<file path="src/rtl/stepper_pkg.sv">
package stepper_pkg;

  typedef enum logic [1:0] {
    PRED_ALL    = 2'd0,
    PRED_MASK   = 2'd1,
    PRED_ONEHOT = 2'd2,
    PRED_ALL_B  = 2'd3
  } predForm_e;

  typedef struct packed {
    logic load;
    logic advance;
  } ctrlStrobes_t;

endpackage

</file>
<file path="src/rtl/stepper_pick.sv">
module stepper_pick #(
  parameter int MAX_VL = 16
) (
  input  logic [MAX_VL-1:0]         maskIn,
  input  logic [$clog2(MAX_VL):0]   vlIn,
  input  logic [$clog2(MAX_VL):0]   posIn,
  output logic                      hitOut,
  output logic [$clog2(MAX_VL)-1:0] idxOut
);
  localparam int IDX_W = $clog2(MAX_VL);
  localparam int VL_W  = IDX_W + 1;

  // lowest enabled element at or above posIn and below vlIn
  always_comb begin
    hitOut = 1'b0;
    idxOut = '0;
    for (int i = MAX_VL - 1; i >= 0; i--) begin
      if (maskIn[i] && (VL_W'(i) >= posIn) && (VL_W'(i) < vlIn)) begin
        hitOut = 1'b1;
        idxOut = IDX_W'(i);
      end
    end
  end
endmodule

</file>
<file path="src/rtl/stepper_dpath.sv">
module stepper_dpath
  import stepper_pkg::*;
#(
  parameter int MAX_VL = 16
) (
  input  logic                      clk,
  input  logic                      rstN,
  input  ctrlStrobes_t              strobes,
  input  logic                      pairValid,
  input  logic [$clog2(MAX_VL):0]   vlIn,
  input  logic                      singleModeIn,
  input  logic                      srcVecIn,
  input  logic                      dstVecIn,
  input  logic [1:0]                srcFormIn,
  input  logic [MAX_VL-1:0]         srcMaskIn,
  input  logic [$clog2(MAX_VL)-1:0] srcShiftIn,
  input  logic [1:0]                dstFormIn,
  input  logic [MAX_VL-1:0]         dstMaskIn,
  input  logic [$clog2(MAX_VL)-1:0] dstShiftIn,
  output logic                      avail,
  output logic                      dstIsVec,
  output logic [$clog2(MAX_VL)-1:0] srcStep,
  output logic [$clog2(MAX_VL)-1:0] dstStep
);
  localparam int IDX_W = $clog2(MAX_VL);
  localparam int VL_W  = IDX_W + 1;
  localparam int SIDES = 2;   // 0 = source, 1 = destination

  function automatic logic [MAX_VL-1:0] buildMask(
    input logic [1:0] formCode, input logic [MAX_VL-1:0] maskVal,
    input logic [IDX_W-1:0] shiftVal);
    case (predForm_e'(formCode))
      PRED_MASK:   return maskVal;
      PRED_ONEHOT: return MAX_VL'(1) << shiftVal;
      default:     return '1;
    endcase
  endfunction

  logic [MAX_VL-1:0] maskQ   [SIDES];
  logic [VL_W-1:0]   posQ    [SIDES];
  logic              vecQ    [SIDES];
  logic [VL_W-1:0]   vlQ;
  logic              singleQ;
  logic              pickHit [SIDES];
  logic [IDX_W-1:0]  pickIdx [SIDES];
  logic [IDX_W-1:0]  stepOut [SIDES];

  genvar g;
  for (g = 0; g < SIDES; g++) begin : g_side
    stepper_pick #(.MAX_VL(MAX_VL)) u_pick (
      .maskIn (maskQ[g]),
      .vlIn   (vlQ),
      .posIn  (posQ[g]),
      .hitOut (pickHit[g]),
      .idxOut (pickIdx[g])
    );
    // single mode routes the shared element to every vector side
    assign stepOut[g] = !vecQ[g] ? '0 : (singleQ ? pickIdx[0] : pickIdx[g]);
  end

  always_ff @(posedge clk or negedge rstN) begin
    if (!rstN) begin
      vlQ     <= '0;
      singleQ <= 1'b0;
      for (int k = 0; k < SIDES; k++) begin
        maskQ[k] <= '0;
        posQ[k]  <= '0;
        vecQ[k]  <= 1'b0;
      end
    end else if (strobes.load) begin
      vlQ      <= vlIn;
      singleQ  <= singleModeIn;
      maskQ[0] <= buildMask(srcFormIn, srcMaskIn, srcShiftIn);
      maskQ[1] <= buildMask(dstFormIn, dstMaskIn, dstShiftIn);
      vecQ[0]  <= srcVecIn;
      vecQ[1]  <= dstVecIn;
      for (int k = 0; k < SIDES; k++) posQ[k] <= '0;
    end else if (strobes.advance) begin
      if (singleQ) begin
        posQ[0] <= VL_W'(pickIdx[0]) + VL_W'(1);
      end else begin
        for (int k = 0; k < SIDES; k++)
          if (vecQ[k]) posQ[k] <= VL_W'(pickIdx[k]) + VL_W'(1);
      end
    end
  end

  assign avail = (vlQ != '0) &&
                 (singleQ ? pickHit[0]
                          : ((pickHit[0] || !vecQ[0]) && (pickHit[1] || !vecQ[1])));
  assign dstIsVec = vecQ[1];
  assign srcStep  = stepOut[0];
  assign dstStep  = stepOut[1];

  AST_STEP_IN_RANGE: assert property (@(posedge clk) disable iff (!rstN)
    pairValid |-> (VL_W'(srcStep) < vlQ) && (VL_W'(dstStep) < vlQ));
  AST_SINGLE_LOCK: assert property (@(posedge clk) disable iff (!rstN)
    pairValid && singleQ && vecQ[0] && vecQ[1] |-> srcStep == dstStep);
  AST_SCALAR_SRC_ZERO: assert property (@(posedge clk) disable iff (!rstN)
    pairValid && !vecQ[0] |-> srcStep == '0);
  AST_SRC_ADVANCES: assert property (@(posedge clk) disable iff (!rstN)
    strobes.advance && vecQ[0] && !strobes.load |=> posQ[0] > $past(posQ[0]));
endmodule

</file>
<file path="src/rtl/stepper_ctrl.sv">
module stepper_ctrl
  import stepper_pkg::*;
(
  input  logic         clk,
  input  logic         rstN,
  input  logic         startIn,
  input  logic         avail,
  input  logic         dstIsVec,
  input  logic         pairReady,
  output logic         pairValid,
  output logic         busy,
  output logic         done,
  output ctrlStrobes_t strobes
);
  logic runQ;
  logic doneQ;
  logic fire;

  assign pairValid       = runQ && avail;
  assign fire            = pairValid && pairReady;
  assign strobes.load    = !runQ && startIn;
  assign strobes.advance = fire;

  always_ff @(posedge clk or negedge rstN) begin
    if (!rstN) begin
      runQ  <= 1'b0;
      doneQ <= 1'b0;
    end else begin
      doneQ <= 1'b0;
      if (strobes.load) begin
        runQ <= 1'b1;
      end else if (runQ && (!avail || (fire && !dstIsVec))) begin
        runQ  <= 1'b0;
        doneQ <= 1'b1;
      end
    end
  end

  assign busy = runQ;
  assign done = doneQ;

  AST_DONE_FOLLOWS_RUN: assert property (@(posedge clk) disable iff (!rstN)
    doneQ |-> $past(runQ) && !runQ);
  AST_SCALAR_DST_ONE_SHOT: assert property (@(posedge clk) disable iff (!rstN)
    fire && !dstIsVec |=> !runQ && doneQ);
endmodule

</file>
<file path="src/rtl/twin_pred_stepper.sv">
module twin_pred_stepper
  import stepper_pkg::*;
#(
  parameter int MAX_VL = 16
) (
  input  logic                      clk,
  input  logic                      rstN,
  input  logic                      startIn,
  input  logic [$clog2(MAX_VL):0]   vlIn,
  input  logic                      singleModeIn,
  input  logic                      srcVecIn,
  input  logic                      dstVecIn,
  input  logic [1:0]                srcFormIn,
  input  logic [MAX_VL-1:0]         srcMaskIn,
  input  logic [$clog2(MAX_VL)-1:0] srcShiftIn,
  input  logic [1:0]                dstFormIn,
  input  logic [MAX_VL-1:0]         dstMaskIn,
  input  logic [$clog2(MAX_VL)-1:0] dstShiftIn,
  output logic                      pairValid,
  input  logic                      pairReady,
  output logic [$clog2(MAX_VL)-1:0] srcStep,
  output logic [$clog2(MAX_VL)-1:0] dstStep,
  output logic                      busy,
  output logic                      done
);
  ctrlStrobes_t strobes;
  logic         avail;
  logic         dstIsVec;

  stepper_ctrl u_ctrl (
    .clk       (clk),
    .rstN      (rstN),
    .startIn   (startIn),
    .avail     (avail),
    .dstIsVec  (dstIsVec),
    .pairReady (pairReady),
    .pairValid (pairValid),
    .busy      (busy),
    .done      (done),
    .strobes   (strobes)
  );

  stepper_dpath #(.MAX_VL(MAX_VL)) u_dpath (
    .clk          (clk),
    .rstN         (rstN),
    .strobes      (strobes),
    .pairValid    (pairValid),
    .vlIn         (vlIn),
    .singleModeIn (singleModeIn),
    .srcVecIn     (srcVecIn),
    .dstVecIn     (dstVecIn),
    .srcFormIn    (srcFormIn),
    .srcMaskIn    (srcMaskIn),
    .srcShiftIn   (srcShiftIn),
    .dstFormIn    (dstFormIn),
    .dstMaskIn    (dstMaskIn),
    .dstShiftIn   (dstShiftIn),
    .avail        (avail),
    .dstIsVec     (dstIsVec),
    .srcStep      (srcStep),
    .dstStep      (dstStep)
  );

  AST_HOLD_PAIR: assert property (@(posedge clk) disable iff (!rstN)
    pairValid && !pairReady |=> pairValid && $stable(srcStep) && $stable(dstStep));
endmodule

</file>
<file path="config.mk">
export PLATFORM = sky130hd
export DESIGN_NAME = twin_pred_stepper
export DESIGN_NICKNAME = d
export VERILOG_FILES = /design/src/rtl/stepper_pkg.sv /design/src/rtl/stepper_pick.sv /design/src/rtl/stepper_dpath.sv /design/src/rtl/stepper_ctrl.sv /design/src/rtl/twin_pred_stepper.sv
export SDC_FILE = /design/constraint.sdc
export NUM_CORES = 1
export LEC_CHECK = 0
export BUFFER_PORTS_ARGS = -buffer_cell sky130_fd_sc_hd__buf_2
export CORE_MARGIN = 5
export CORE_UTILIZATION = 53
export CTS_CLUSTER_DIAMETER = 120
export DETAILED_ROUTE_END_ITERATION = 16
export PLACE_DENSITY = 0.76
export SKIP_LAST_GASP = 1
export SYNTH_ARGS = -nofsm -noshare
export SYNTH_HDL_FRONTEND = slang
export SYNTH_HIERARCHICAL = 1
export SYNTH_SLANG_ARGS = --single-unit
</file>
<file path="constraint.sdc">
create_clock -name clk -period 3.3 [get_ports clk]
set_input_delay 0.66 -clock clk [delete_from_list [all_inputs] [get_ports clk]]
set_output_delay 0.66 -clock clk [all_outputs]
set_load 0.01 [all_outputs]
</file>
==> metrics.md <==
| Metric | Value |
|---|---|
| Mapped Cells | `~480` |
| CP peak stage delay | `around 460 ps` |
| Drt wl/cell | `approximately 17 um` |
| Layout cell share with drive strength beyond 1 | `a little under a third` |
| Clk root buf | `clkbuf_8` |
| Least-Margin Pin Slew | `roughly 930 ps` |
| WL met3 | `just under 800 um` |
| Initial cell density of the core | `between 50% and 60%` |
| Clk_skew | `between 6 and 7 ps` |
| Design Area, Final | `4740 um2` |
| Crit path required time | `~2600 ps` |
| Number of H-tree levels | `2` |
| Pwr Density | `976 nW/um2` |
| Multi-input gate area | `2530 um2` |
| Setup-failing EPs final | `0` |
| Max Slew Vio Count | `0` |
| Pre-antenna DRT Iters | `5` |
| Rel. slew slack | `a little under two fifths` |
| Synth Register Bits | `between 50 and 60` |
| GP Congestion | `roughly 0.92` |
| Min Tclk post-route | `between 3000 and 4000 ps` |
| Setup tns final | `0 ps` |
| Area Overhead vs Synth | `17.9%` |
| Num CTS Buffers | `5` |
| NumNets Final | `610` |
| Placed Cells | `626` |
| DR iter-0 viols | `395` |
| Synth Warn # | `6` |
| Synth cell types | `70` |
| Post-DP HPWL | `roughly 8.4 mm` |
| WS Path Type | `reg2out` |
| Main synth FF type | `dfrtp_1` |
| Die Height | `about 97 um` |
| GRT Util Overall | `around a quarter` |
| Largest net degree at the start of global routing | `79` |
| Final worst path period share | `between 90% and 100%` |
| Detailed Route WL | `approximately 11 mm` |
| Worst Path Arrival | `2630 ps` |
| Post-DR vias/cell | `about 6.2` |
| Met1 WL | `5.32 mm` |
| CP Capture Type | `output pin` |
| Worst-Skew Late Latency | `roughly 310 ps` |
| Crit path max fanout | `6` |
| Peak VDD IR | `between 0.4 and 0.5 mV` |
| Final ANT Viol Nets | `0` |
| IO buf count | `66` |
| Core area | `7330 um2` |
| Non-Filler Instances | `~650` |
| CTS tree | `done` |
| Critical path's slowest cell | `dfrtp_2` |
| Post-synth EDFFs | `0` |
| Met2 wire len | `5.07 mm` |
| Cell Area, Placed | `approximately 4400 um2` |
| Crit path launch type | `flop` |
| RSZ-0062 raised after global routing | `yes` |
| Overflow after GRT | `0` |
| Final core utilization | `around 65%` |
| Io pins | `67` |
| Row Count | `31` |
| Antenna diodes | `0` |
| Die Span X | `slightly below 100 um` |
| Clk slew on worst S/H paths | `100 ps` |
| Total die area | `~9400 um2` |
| Post-Syn Area per Cell | `approximately 8.4 um2` |
| F_max | `304 MHz` |
| Cell Chain, Critical Path | `buf_4, a311o_2, a32oi_2, nor2_1, nor2b_1, nand4b_1, o32ai_2, a21oi_2, and2_4, buf_6` |
| CTS Sinks | `52` |
| Synth Cell Area | `approximately 4000 um2` |
| Leak | `between 0.002 and 0.0025 uW` |
| Register area share after synthesis | `about a third` |
| Syn nets | `538` |
| Status | `finished clean` |
| Via count | `around 4000` |
| Deepest clock path buffer count | `2` |
| Ys async rst share | `100%` |
| Hold Path Class | `in2async` |
| Max Used Layer | `met4` |
| Reg area | `between 1000 and 1500 um2` |
| Max Cap Viol | `0` |
| Vias in the first global route | `roughly 3800` |
| Initial antenna violation count | `0` |
| Fillers | `649` |
| Hold buffers post-CTS | `0` |
| Drt drc | `0` |
| Global-route wire length before repair | `~19 mm` |
| Hold Vio Cnt, Final | `0` |
==> report_power, final <==
group	internal, uW	switching, uW	total (uW)
logic	1340	1620	2970
registers	919	361	1280
clock network	152	225	377
total	2410	2210	4620
==> metrics by stage <==
| step | total power [uW] | hold WS [ps] | setup WS [ps] |
|---|---|---|---|
| 2_1_floorplan | 3200 | 364 | 477 |
| 3_3_place_gp | 3860 | 508 | 255 |
| 3_5_place_dp | 3900 | 508 | 163 |
| 4_1_cts | 4380 | 512 | 5.61 |
| 5_1_grt | 4990 | 557 | -135 |
| 6_report | 4620 | 480 | 7.38 |
==> placed cells by master, fill, tap and decap left out, types with 5 or more instances in the layout <==
master and n:
a221oi_1 23, mux2_2 7, dfrtp_1 47, nand4_1 8, nor3_1 5, nand2_1 35, buf_2 65, o21ai_0 11
and2_1 6, o21a_1 6, inv_1 15, a21oi_1 46, dfrtp_2 5, a31oi_1 13, nand2b_1 9, clkbuf_8 5
nand3_1 22, nor2_1 53, nor2b_4 5, buf_4 32, a211oi_1 6, ha_1 6
==> synthesized netlist by cell type, drive strengths merged (4+ instances only) <==
cell type,n,area [um2]
nor2,54,205
clkbuf,15,63.8
a221oi,26,246
a32oi,4,35.0
a211oi,6,45.0
o21a,7,60.1
dfrtp,52,1300
nand4,8,50.1
and2,7,46.3
nand2b,9,56.3
or2,6,37.5
a21oi,47,235
o211a,4,40.0
o21ai,18,97.6
nand3,22,110
a21boi,5,45.0
mux2i,4,40.0
nor2b,8,80.1
o31ai,4,30.0
inv,15,56.3
nand2,35,131
nor3,5,25.0
o221ai,4,35.0
a31oi,14,87.6
or3b,4,35.0
and3b,5,46.3
o2111ai,4,35.0
ha,6,75.1
o31a,4,37.5
mux2,7,78.8
buf,22,154
==> per-layer routing <==
layer / track usage (%) / vias up
li1: - / 1942
met1: 35.0 / 1872
met2: 36.4 / 170
met3: 3.66 / 19
met4: 3.78 / 0
met5: 0 / -
==> state kept, by name, indices dropped and copies added (netlist names) <==
register / flops
u_dpath/maskQ: 32
u_ctrl/done: 1
u_dpath/vlQ: 5
u_dpath/vecQ: 1
u_dpath/posQ: 10
u_ctrl/busy: 1
u_dpath/singleQ: 1
u_dpath/dstIsVec: 1
==> worst max-delay path: cells and delay by family (launching register included) <==
family,cells,cell delay (ps)
buf+inv,2,280
simple gates,4,550
compound gates,4,1040
flops,1,460
==> what timing repair did <==
action                     CTS  global route
setup endpoints to repair    3             8
gates resized for setup      9            16
pin swaps                    0             8
buffers inserted             8             6
==> cell families (layout without fill, tap and decap cells) <==
| group | after synthesis | count (layout) | share of synthesized area, % |
|---|---|---|---|
| compound gates | 173 | 173 | 31.4 |
| mux | 11 | 11 | 2.96 |
| xor+xnor | 4 | 4 | 0.872 |
| buf+inv | 52 | 125 | 6.82 |
| simple gates | 178 | 178 | 23.7 |
| flops | 52 | 52 | 32.4 |
| fa+ha+maj | 6 | 6 | 1.87 |
==> final cells by class <==
cell class | instances | share of cell area [%]
multi-input cells | 372 | 53.4
flip-flops and latches | 52 | 27.6
repair buffers | 102 | 13.3
well taps | 99 | 2.61
clock buffers | 6 | 1.53
inverters | 15 | 1.19
clock inverters | 2 | 0.343
==> path summary, 6_finish.rpt <==
path,from,endpoint,slack [ps],depth (start not counted)
max in group asynchronous,rstN,u_dpath/maskQ[27]$_DFFE_PN0P_,2160,2
max,u_dpath/vlQ[2]$_DFFE_PN0P_,pairValid,7,10
min in group clk,u_dpath/maskQ[25]$_DFFE_PN0P_,u_dpath/maskQ[25]$_DFFE_PN0P_,540,2
min,rstN,u_dpath/posQ[4]$_DFFE_PN0P_,480,1
min reg2reg,u_dpath/maskQ[25]$_DFFE_PN0P_,u_dpath/maskQ[25]$_DFFE_PN0P_,540,2
max reg2reg,u_dpath/posQ[4]$_DFFE_PN0P_,u_dpath/posQ[2]$_DFFE_PN0P_,320,12
Note: power is estimated with default switching activity, not from simulation.
